<file path="config.mk">
export PLATFORM = sky130hd
export DESIGN_NAME = adpcm_blk_decoder
export DESIGN_NICKNAME = d
export VERILOG_FILES = /design/src/rtl/adpcm_dec_pkg.sv /design/src/rtl/adpcm_coef_rf.sv /design/src/rtl/adpcm_predictor.sv /design/src/rtl/adpcm_seq.sv /design/src/rtl/adpcm_blk_decoder.sv
export SDC_FILE = /design/constraint.sdc
export NUM_CORES = 1
export LEC_CHECK = 0
export BUFFER_PORTS_ARGS = -buffer_cell sky130_fd_sc_hd__buf_2
export CAP_MARGIN = 20
export CORE_ASPECT_RATIO = 0.75
export CORE_MARGIN = 3
export CORE_UTILIZATION = 55
export CTS_CLUSTER_SIZE = 8
export DETAILED_ROUTE_END_ITERATION = 12
export PLACE_DENSITY = 0.71
export SYNTH_ARGS = -nofsm -noshare
export SYNTH_HDL_FRONTEND = slang
export SYNTH_HIERARCHICAL = 1
export SYNTH_SLANG_ARGS = --single-unit
</file>
<file path="constraint.sdc">
create_clock -name clk -period 35.6 [get_ports clk]
set_clock_uncertainty 0.2 [all_clocks]
set_input_delay 7.12 -clock clk [delete_from_list [all_inputs] [get_ports clk]]
set_output_delay 7.12 -clock clk [all_outputs]
set_load 0.01 [all_outputs]
</file>
<file path="src/rtl/adpcm_dec_pkg.sv">
// Package: shared constants and types for the block-compressed ADPCM decoder.
// Assumes 8-bit FIFO bytes and 16-bit signed decoded samples.
package adpcm_dec_pkg;
    localparam int BYTE_W   = 8;
    localparam int SAMP_W   = 16;
    localparam int ACC_W    = 32;
    localparam int PRED_SH  = 6;
    localparam int ROUND_K  = 32;

    localparam logic [BYTE_W-1:0] CTRL_MASK   = 8'h83;
    localparam logic [BYTE_W-1:0] CTRL_PACKED = 8'h82;
    localparam logic [BYTE_W-1:0] SILENCE     = 8'h80;

    // Flags byte of a packet: filter index in the upper nibble, shift in the lower.
    typedef struct packed {
        logic [3:0] filt;
        logic [3:0] shamt;
    } pkt_flags_t;
endpackage

</file>
<file path="src/rtl/adpcm_coef_rf.sv">
// Module: coefficient register file holding NUM_FILT signed byte pairs.
// Byte 2k is the second tap (f1) of filter k and byte 2k+1 is the first tap (f0).
// Assumes NUM_FILT is a power of two, at least 2. All bytes reset to zero.
module adpcm_coef_rf #(
    parameter int NUM_FILT = 16,
    parameter int FILT_W   = $clog2(NUM_FILT),
    parameter int AW       = FILT_W + 1
) (
    input  logic                  clk,
    input  logic                  rst_n,
    input  logic                  we,
    input  logic [AW-1:0]         waddr,
    input  logic [7:0]            wdata,
    input  logic [FILT_W-1:0]     sel,
    output logic signed [7:0]     tap0,
    output logic signed [7:0]     tap1
);
    localparam int DEPTH = 2 * NUM_FILT;

    logic [7:0] regs_q [DEPTH];

    // Host write port with synchronous clear.
    always_ff @(posedge clk) begin
        if (!rst_n) begin
            for (int i = 0; i < DEPTH; i++) regs_q[i] <= 8'h00;
        end else if (we) begin
            regs_q[waddr] <= wdata;
        end
    end

    // Pair read for the selected filter.
    always_comb begin
        tap0 = $signed(regs_q[{sel, 1'b1}]);
        tap1 = $signed(regs_q[{sel, 1'b0}]);
    end
endmodule

</file>
<file path="src/rtl/adpcm_predictor.sv">
// Module: combinational two-tap predictor, saturator and 8-bit offset-binary converter.
// Assumes history values are the previous two saturated 16-bit results.
module adpcm_predictor
    import adpcm_dec_pkg::*;
(
    input  logic [3:0]               nib,
    input  logic [3:0]               shamt,
    input  logic signed [7:0]        tap0,
    input  logic signed [7:0]        tap1,
    input  logic signed [SAMP_W-1:0] hist1,
    input  logic signed [SAMP_W-1:0] hist2,
    output logic signed [SAMP_W-1:0] sat_val,
    output logic [BYTE_W-1:0]        code
);
    localparam logic signed [ACC_W-1:0] POS_LIM = ACC_W'(32767);
    localparam logic signed [ACC_W-1:0] NEG_LIM = -ACC_W'(32768);

    logic signed [SAMP_W-1:0] nib_word;
    logic signed [SAMP_W-1:0] nib_shifted;
    logic signed [ACC_W-1:0]  h1x, h2x, t0x, t1x, acc, pred, total;
    logic signed [7:0]        quot;

    // Nibble placement and per-packet scaling.
    always_comb begin
        nib_word    = $signed({nib, 12'h000});
        nib_shifted = nib_word >>> shamt;
    end

    // Two-tap multiply-accumulate with rounding, in 32-bit signed arithmetic.
    always_comb begin
        h1x   = {{(ACC_W-SAMP_W){hist1[SAMP_W-1]}}, hist1};
        h2x   = {{(ACC_W-SAMP_W){hist2[SAMP_W-1]}}, hist2};
        t0x   = {{(ACC_W-8){tap0[7]}}, tap0};
        t1x   = {{(ACC_W-8){tap1[7]}}, tap1};
        acc   = h1x * t0x + h2x * t1x + ACC_W'(ROUND_K);
        pred  = acc >>> PRED_SH;
        total = {{(ACC_W-SAMP_W){nib_shifted[SAMP_W-1]}}, nib_shifted} + pred;
    end

    // Clamp to the 16-bit signed range.
    always_comb begin
        if (total > POS_LIM)      sat_val = 16'sh7FFF;
        else if (total < NEG_LIM) sat_val = 16'sh8000;
        else                      sat_val = total[SAMP_W-1:0];
    end

    // Divide by 256 toward zero, then flip the sign bit for offset binary.
    always_comb begin
        quot = sat_val[15:8];
        if (sat_val[15] && (sat_val[7:0] != 8'h00)) quot = quot + 8'sd1;
        code = quot ^ SILENCE;
    end
endmodule

</file>
<file path="src/rtl/adpcm_seq.sv">
// Module: packet sequencer. Handles mode choice, flags capture, nibble order, FIFO pops,
// underrun silence, prediction history and the output register.
// Assumes a show-ahead FIFO (fifo_rdata valid whenever fifo_empty is low) and
// strobes at least three cycles apart. A strobe during a pending header fetch is ignored.
module adpcm_seq
    import adpcm_dec_pkg::*;
#(
    parameter int PKT_SAMPLES = 28,
    parameter int FILT_W      = 4,
    parameter int IDX_W       = $clog2(PKT_SAMPLES)
) (
    input  logic                     clk,
    input  logic                     rst_n,
    input  logic [BYTE_W-1:0]        mode_ctrl,
    input  logic                     sample_req,
    input  logic                     fifo_flush,
    input  logic                     fifo_empty,
    input  logic [BYTE_W-1:0]        fifo_rdata,
    output logic                     fifo_pop,
    output logic [3:0]               nib,
    output logic [3:0]               shamt,
    output logic [FILT_W-1:0]        filt_sel,
    output logic signed [SAMP_W-1:0] hist1,
    output logic signed [SAMP_W-1:0] hist2,
    input  logic signed [SAMP_W-1:0] sat_val,
    input  logic [BYTE_W-1:0]        code,
    output logic                     out_valid,
    output logic [BYTE_W-1:0]        sample_out,
    output logic                     hdr_valid,
    output logic                     pend,
    output logic [IDX_W-1:0]         idx
);
    localparam logic [IDX_W-1:0] IDX_LAST = IDX_W'(PKT_SAMPLES - 1);

    pkt_flags_t         flags_q, flags_n;
    logic [BYTE_W-1:0]  byte_q, byte_n;
    logic [IDX_W-1:0]   idx_q, idx_n;
    logic               hdr_q, hdr_n, pend_q, pend_n;
    logic               packed_mode, emit, use_dec, adv;
    logic [BYTE_W-1:0]  out_n;

    // Mode decode from the control byte.
    assign packed_mode = ((mode_ctrl & CTRL_MASK) == CTRL_PACKED);

    // Nibble source: a fresh byte for even positions, the held byte's top half for odd ones.
    assign nib      = idx_q[0] ? byte_q[7:4] : fifo_rdata[3:0];
    assign shamt    = flags_q.shamt;
    assign filt_sel = flags_q.filt[FILT_W-1:0];

    // Next-state and pop decision for one cycle.
    always_comb begin
        fifo_pop = 1'b0;
        emit     = 1'b0;
        use_dec  = 1'b0;
        adv      = 1'b0;
        hdr_n    = hdr_q;
        pend_n   = pend_q;
        idx_n    = idx_q;
        flags_n  = flags_q;
        byte_n   = byte_q;
        if (fifo_flush) begin
            hdr_n  = 1'b0;
            pend_n = 1'b0;
            idx_n  = '0;
        end else if (!packed_mode) begin
            pend_n = 1'b0;
            if (sample_req) begin
                emit     = 1'b1;
                fifo_pop = !fifo_empty;
            end
        end else if (pend_q) begin
            pend_n = 1'b0;
            emit   = 1'b1;
            if (!fifo_empty) begin
                fifo_pop = 1'b1;
                use_dec  = 1'b1;
                byte_n   = fifo_rdata;
                adv      = 1'b1;
            end
        end else if (sample_req) begin
            emit = 1'b1;
            if (!hdr_q) begin
                if (!fifo_empty) begin
                    fifo_pop = 1'b1;
                    flags_n  = pkt_flags_t'(fifo_rdata);
                    hdr_n    = 1'b1;
                    pend_n   = 1'b1;
                    emit     = 1'b0;
                end
            end else if (!idx_q[0]) begin
                if (!fifo_empty) begin
                    fifo_pop = 1'b1;
                    use_dec  = 1'b1;
                    byte_n   = fifo_rdata;
                    adv      = 1'b1;
                end
            end else begin
                use_dec = 1'b1;
                adv     = 1'b1;
            end
        end
        if (adv) begin
            if (idx_q == IDX_LAST) begin
                idx_n = '0;
                hdr_n = 1'b0;
            end else begin
                idx_n = idx_q + 1'b1;
            end
        end
    end

    // Output byte selection: decoded code, pass-through byte or silence.
    always_comb begin
        if (use_dec)                        out_n = code;
        else if (!packed_mode && !fifo_empty) out_n = fifo_rdata;
        else                                out_n = SILENCE;
    end

    // Sequencer state registers.
    always_ff @(posedge clk) begin
        if (!rst_n) begin
            hdr_q   <= 1'b0;
            pend_q  <= 1'b0;
            idx_q   <= '0;
            flags_q <= '0;
            byte_q  <= '0;
        end else begin
            hdr_q   <= hdr_n;
            pend_q  <= pend_n;
            idx_q   <= idx_n;
            flags_q <= flags_n;
            byte_q  <= byte_n;
        end
    end

    // Prediction history, advanced once per decoded sample.
    always_ff @(posedge clk) begin
        if (!rst_n) begin
            hist1 <= '0;
            hist2 <= '0;
        end else if (use_dec) begin
            hist2 <= hist1;
            hist1 <= sat_val;
        end
    end

    // Output register and valid pulse.
    always_ff @(posedge clk) begin
        if (!rst_n) begin
            out_valid  <= 1'b0;
            sample_out <= SILENCE;
        end else begin
            out_valid <= emit;
            if (emit) sample_out <= out_n;
        end
    end

    assign hdr_valid = hdr_q;
    assign pend      = pend_q;
    assign idx       = idx_q;
endmodule

</file>
<file path="src/rtl/adpcm_blk_decoder.sv">
// Module: top of the block-compressed ADPCM decoder. Wires the sequencer, the
// coefficient register file and the predictor together.
// Assumes an external show-ahead FIFO and a one-cycle sample strobe.
module adpcm_blk_decoder
    import adpcm_dec_pkg::*;
#(
    parameter int NUM_FILT    = 16,
    parameter int PKT_SAMPLES = 28
) (
    input  logic        clk,
    input  logic        rst_n,
    input  logic [7:0]  mode_ctrl,
    input  logic        coef_we,
    input  logic [4:0]  coef_addr,
    input  logic [7:0]  coef_wdata,
    input  logic        fifo_flush,
    input  logic        fifo_empty,
    input  logic [7:0]  fifo_rdata,
    output logic        fifo_pop,
    input  logic        sample_req,
    output logic        out_valid,
    output logic [7:0]  sample_out
);
    localparam int FILT_W = $clog2(NUM_FILT);
    localparam int COEF_AW = FILT_W + 1;
    localparam int IDX_W  = $clog2(PKT_SAMPLES);

    logic [3:0]               nib_w, shamt_w;
    logic [FILT_W-1:0]        filt_w;
    logic signed [7:0]        tap0_w, tap1_w;
    logic signed [SAMP_W-1:0] hist1_w, hist2_w, sat_w;
    logic [BYTE_W-1:0]        code_w;
    logic                     hdr_valid_w, pend_w;
    logic [IDX_W-1:0]         idx_w;

    adpcm_seq #(
        .PKT_SAMPLES(PKT_SAMPLES),
        .FILT_W     (FILT_W)
    ) u_seq (
        .clk        (clk),
        .rst_n      (rst_n),
        .mode_ctrl  (mode_ctrl),
        .sample_req (sample_req),
        .fifo_flush (fifo_flush),
        .fifo_empty (fifo_empty),
        .fifo_rdata (fifo_rdata),
        .fifo_pop   (fifo_pop),
        .nib        (nib_w),
        .shamt      (shamt_w),
        .filt_sel   (filt_w),
        .hist1      (hist1_w),
        .hist2      (hist2_w),
        .sat_val    (sat_w),
        .code       (code_w),
        .out_valid  (out_valid),
        .sample_out (sample_out),
        .hdr_valid  (hdr_valid_w),
        .pend       (pend_w),
        .idx        (idx_w)
    );

    adpcm_coef_rf #(
        .NUM_FILT(NUM_FILT)
    ) u_coef (
        .clk   (clk),
        .rst_n (rst_n),
        .we    (coef_we),
        .waddr (coef_addr[COEF_AW-1:0]),
        .wdata (coef_wdata),
        .sel   (filt_w),
        .tap0  (tap0_w),
        .tap1  (tap1_w)
    );

    adpcm_predictor u_pred (
        .nib     (nib_w),
        .shamt   (shamt_w),
        .tap0    (tap0_w),
        .tap1    (tap1_w),
        .hist1   (hist1_w),
        .hist2   (hist2_w),
        .sat_val (sat_w),
        .code    (code_w)
    );
endmodule

</file>
==> impl_metrics.json <==
{
  "io_buffers": 39,
  "synth_nets": 2953,
  "antenna_found_initial": 0,
  "drt_first_iter_violations": 1973,
  "max_stage_delay_ns": 0.25,
  "holdWs_ns": 0.2905,
  "vias_per_cell": 5.940,
  "ctsHoldBuffers": 0,
  "gp_congestion": 0.8819,
  "required_ns": 28.28,
  "async_reset_ff_share_pct": 0,
  "final_nets": 2975,
  "synthCells": 2544,
  "num_vias": 19060,
  "antenna_cells": 0,
  "cts.sink_count": 316,
  "final_hold_viol_count": 0,
  "cts_tree": "yes",
  "clk_latency_ns": 0.55,
  "tightest_slew_ns": 1.075,
  "grt_setup_unrepaired": "false",
  "critPathBufInv": 2,
  "synth.cell_area_mm2": 0.02604,
  "final_cell_mix": "348 x nor2_1, 280 x inv_1, 256 x edfxtp_1",
  "core.rowCount": 68,
  "cts_setup_buffers": 0,
  "drive_gt1_share_pct": 8.883,
  "cts.htree.levels": 2,
  "grt_pass1_wl_um": 104200,
  "yosys_most_used_dff": "edfxtp_1",
  "fmax_mhz": 65.34,
  "ant_nets": 0,
  "die_w_um": 257.2,
  "hp-class": "register to register",
  "startpoint_type": "primary input",
  "overflow": 0,
  "dieArea_mm2": 0.05002,
  "dp_hpwl_um": 47620,
  "maxCapViolations": 0,
  "cpMaxStageDelayCell": "a211oi_1",
  "slew_viol_final": 0,
  "clk_pin_slew_ns": 0.05,
  "crit_top_cell": "buf_2",
  "cts_root_buffer": "clkbuf_16",
  "drc": 0,
  "grt_pass1_vias": 19070,
  "cts.path.max_buffers": 3,
  "path_class": "primary input to output port",
  "finalSetupViolations": 0,
  "crit_path_end_kind": "output port",
  "ys_seq_elements": 316,
  "worstPathArrival_ns": 7.98,
  "cts_resized": 0,
  "grt_usage_pct": 26.45,
  "path_delay_family": "compound AO/OA/AOI/OAI gates",
  "numCtsBuffers": 45,
  "wl_per_cell_um": 20.39,
  "synth_cell_types": 85,
  "start_util_pct": 56.15,
  "routed_wl_um": 65420,
  "ys_seq_area_share_pct": 34.14,
  "irDropWorstVdd_mv": 0.03359,
  "firstDrtPassIters": 5,
  "fin_util_pct": 60.59,
  "yosysWarnings": 6,
  "p_total_mw": 1.045,
  "fin_crit_sh_pct": 42.99,
  "path_max_fanout": 8,
  "crit_chain": "buf_2 > nand3b_4 > o21ai_0 > a211oi_1 > buf_2",
  "syn_area_per_cell_um2": 10.24,
  "p_leak_nw": 11.55,
  "grt_start_max_net_pins": 65,
  "finalSetupTns_ns": 0,
  "layout_commonest_cell": "nor2_1",
  "pin_count": 45,
  "area_growth_pct": 7.904,
  "maxSlewHeadroom_pct": 28.20,
  "synth_edf_count": 256,
  "cellPowerDensity_mw_per_mm2": 37.21,
  "core_region_area_mm2": 0.04637,
  "n_fill_cell": 3756,
  "die_h_um": 194.4,
  "status": "complete, no violations",
  "period_needed_ns": 15.30
}
-- metal layers --
layer	vias to the layer above	part of all wire [%]	track usage (%)
met4	0	1.5	4.721
met3	83	10	5.966
li1	8683	-	-
met1	9449	45	39.63
met5	-	0	0
met2	842	43	40.07
-- cell families after synthesis --
group | Yosys count | synth area share, %
AOI/OAI and AO/OA | 370 | 9.505
xor gates and xnor gates | 81 | 2.725
adders and majority gates | 374 | 23.94
buffers and inverters | 392 | 6.069
DFF | 316 | 34.14
muxes | 91 | 6.761
and+or+nand+nor | 920 | 16.87
-- Yosys cell counts (6+ instances only) --
library cell	number	area share, %
nor3_1	28	0.54
xor2_1	20	0.67
nor2b_1	13	0.31
xnor2_1	61	2.1
a21o_1	24	0.69
nand2_1	220	3.2
nor2_1	348	5.0
buf_6	7	0.30
o31ai_1	11	0.32
and2_1	197	4.7
a22oi_1	39	1.1
nand3b_1	7	0.20
inv_1	280	4.0
a211o_1	6	0.20
mux4_1	10	1.0
nand3_1	24	0.46
o21ai_0	79	1.5
mux2i_1	18	0.69
nand4_1	7	0.17
ha_1	167	8.0
fa_1	207	16
o21ai_1	8	0.15
nand2b_1	14	0.34
o21a_1	15	0.43
a211oi_1	11	0.32
mux4_2	54	4.7
o21bai_1	13	0.37
a21oi_1	101	1.9
mux2_2	9	0.39
a32o_1	7	0.27
dfxtp_1	60	4.6
edfxtp_1	256	30
or3_1	10	0.24
and3_1	20	0.48
buf_2	27	0.52
clkbuf_1	67	0.97
-- registers in the layout, indices dropped and copies added, names as in the netlist, 4 cells and up --
signal and count:
u_seq/idx 5, u_seq/hist2 16, u_seq/hist1 16, u_seq/filt_sel 4, u_coef/regs_q 256, u_seq/byte_q 4, u_seq/sample_out 8, u_seq/shamt 4
-- layout make-up --
type | instances | area, um^2 | area share (%)
inverter | 281 | 1055 | 3.754
clock buffer | 57 | 1181 | 4.204
clock inverter | 2 | 46.29 | 0.1648
timing repair buffer | 86 | 548.0 | 1.950
multi-input combinational | 1836 | 15580 | 55.47
sequential | 316 | 8894 | 31.65
tap | 630 | 788.3 | 2.805
-- power by group --
group	switching, mW	internal (mW)
Sequential	0.00509	0.416
Clock	0.152	0.229
Combinational	0.153	0.0903
Total	0.310	0.735
-- worst paths after layout --
check / from / endpoint / slack (ns) / cells after the start
worst max-delay path: mode_ctrl[0] / fifo_pop / 20.30 / 5
worst min-delay path: u_seq/filt_sel[1] / u_seq/filt_sel[1] / 0.29 / 2
worst min register to register: u_seq/filt_sel[1] / u_seq/filt_sel[1] / 0.29 / 2
worst max register to register: u_seq/filt_sel[0] / u_seq/sample_out[6] / 21.10 / 43
-- worst register-to-register path, delay by kind of cell, from the launching register on --
family	cells	cell delay [ns]
AND/OR/NAND/NOR	10	2.19
buffers and inverters	4	1.47
flip-flops	1	0.56
AO/OA/AOI/OAI	19	5.42
adder cells (fa/ha/maj)	9	3.83
multiplexers	1	0.71
-- metrics by stage --
stage	cells	setup slack [ns]	cell area [um^2]
2_1_floorplan	2544	20.51	26040
5_1_grt	3208	19.99	28100
3_3_place_gp	3148	20.36	26860
4_1_cts	3207	20.30	28090
3_5_place_dp	3148	20.30	26860
6_report	3208	20.30	28100
No activity file was read; power rests on OpenSTA's default activity.
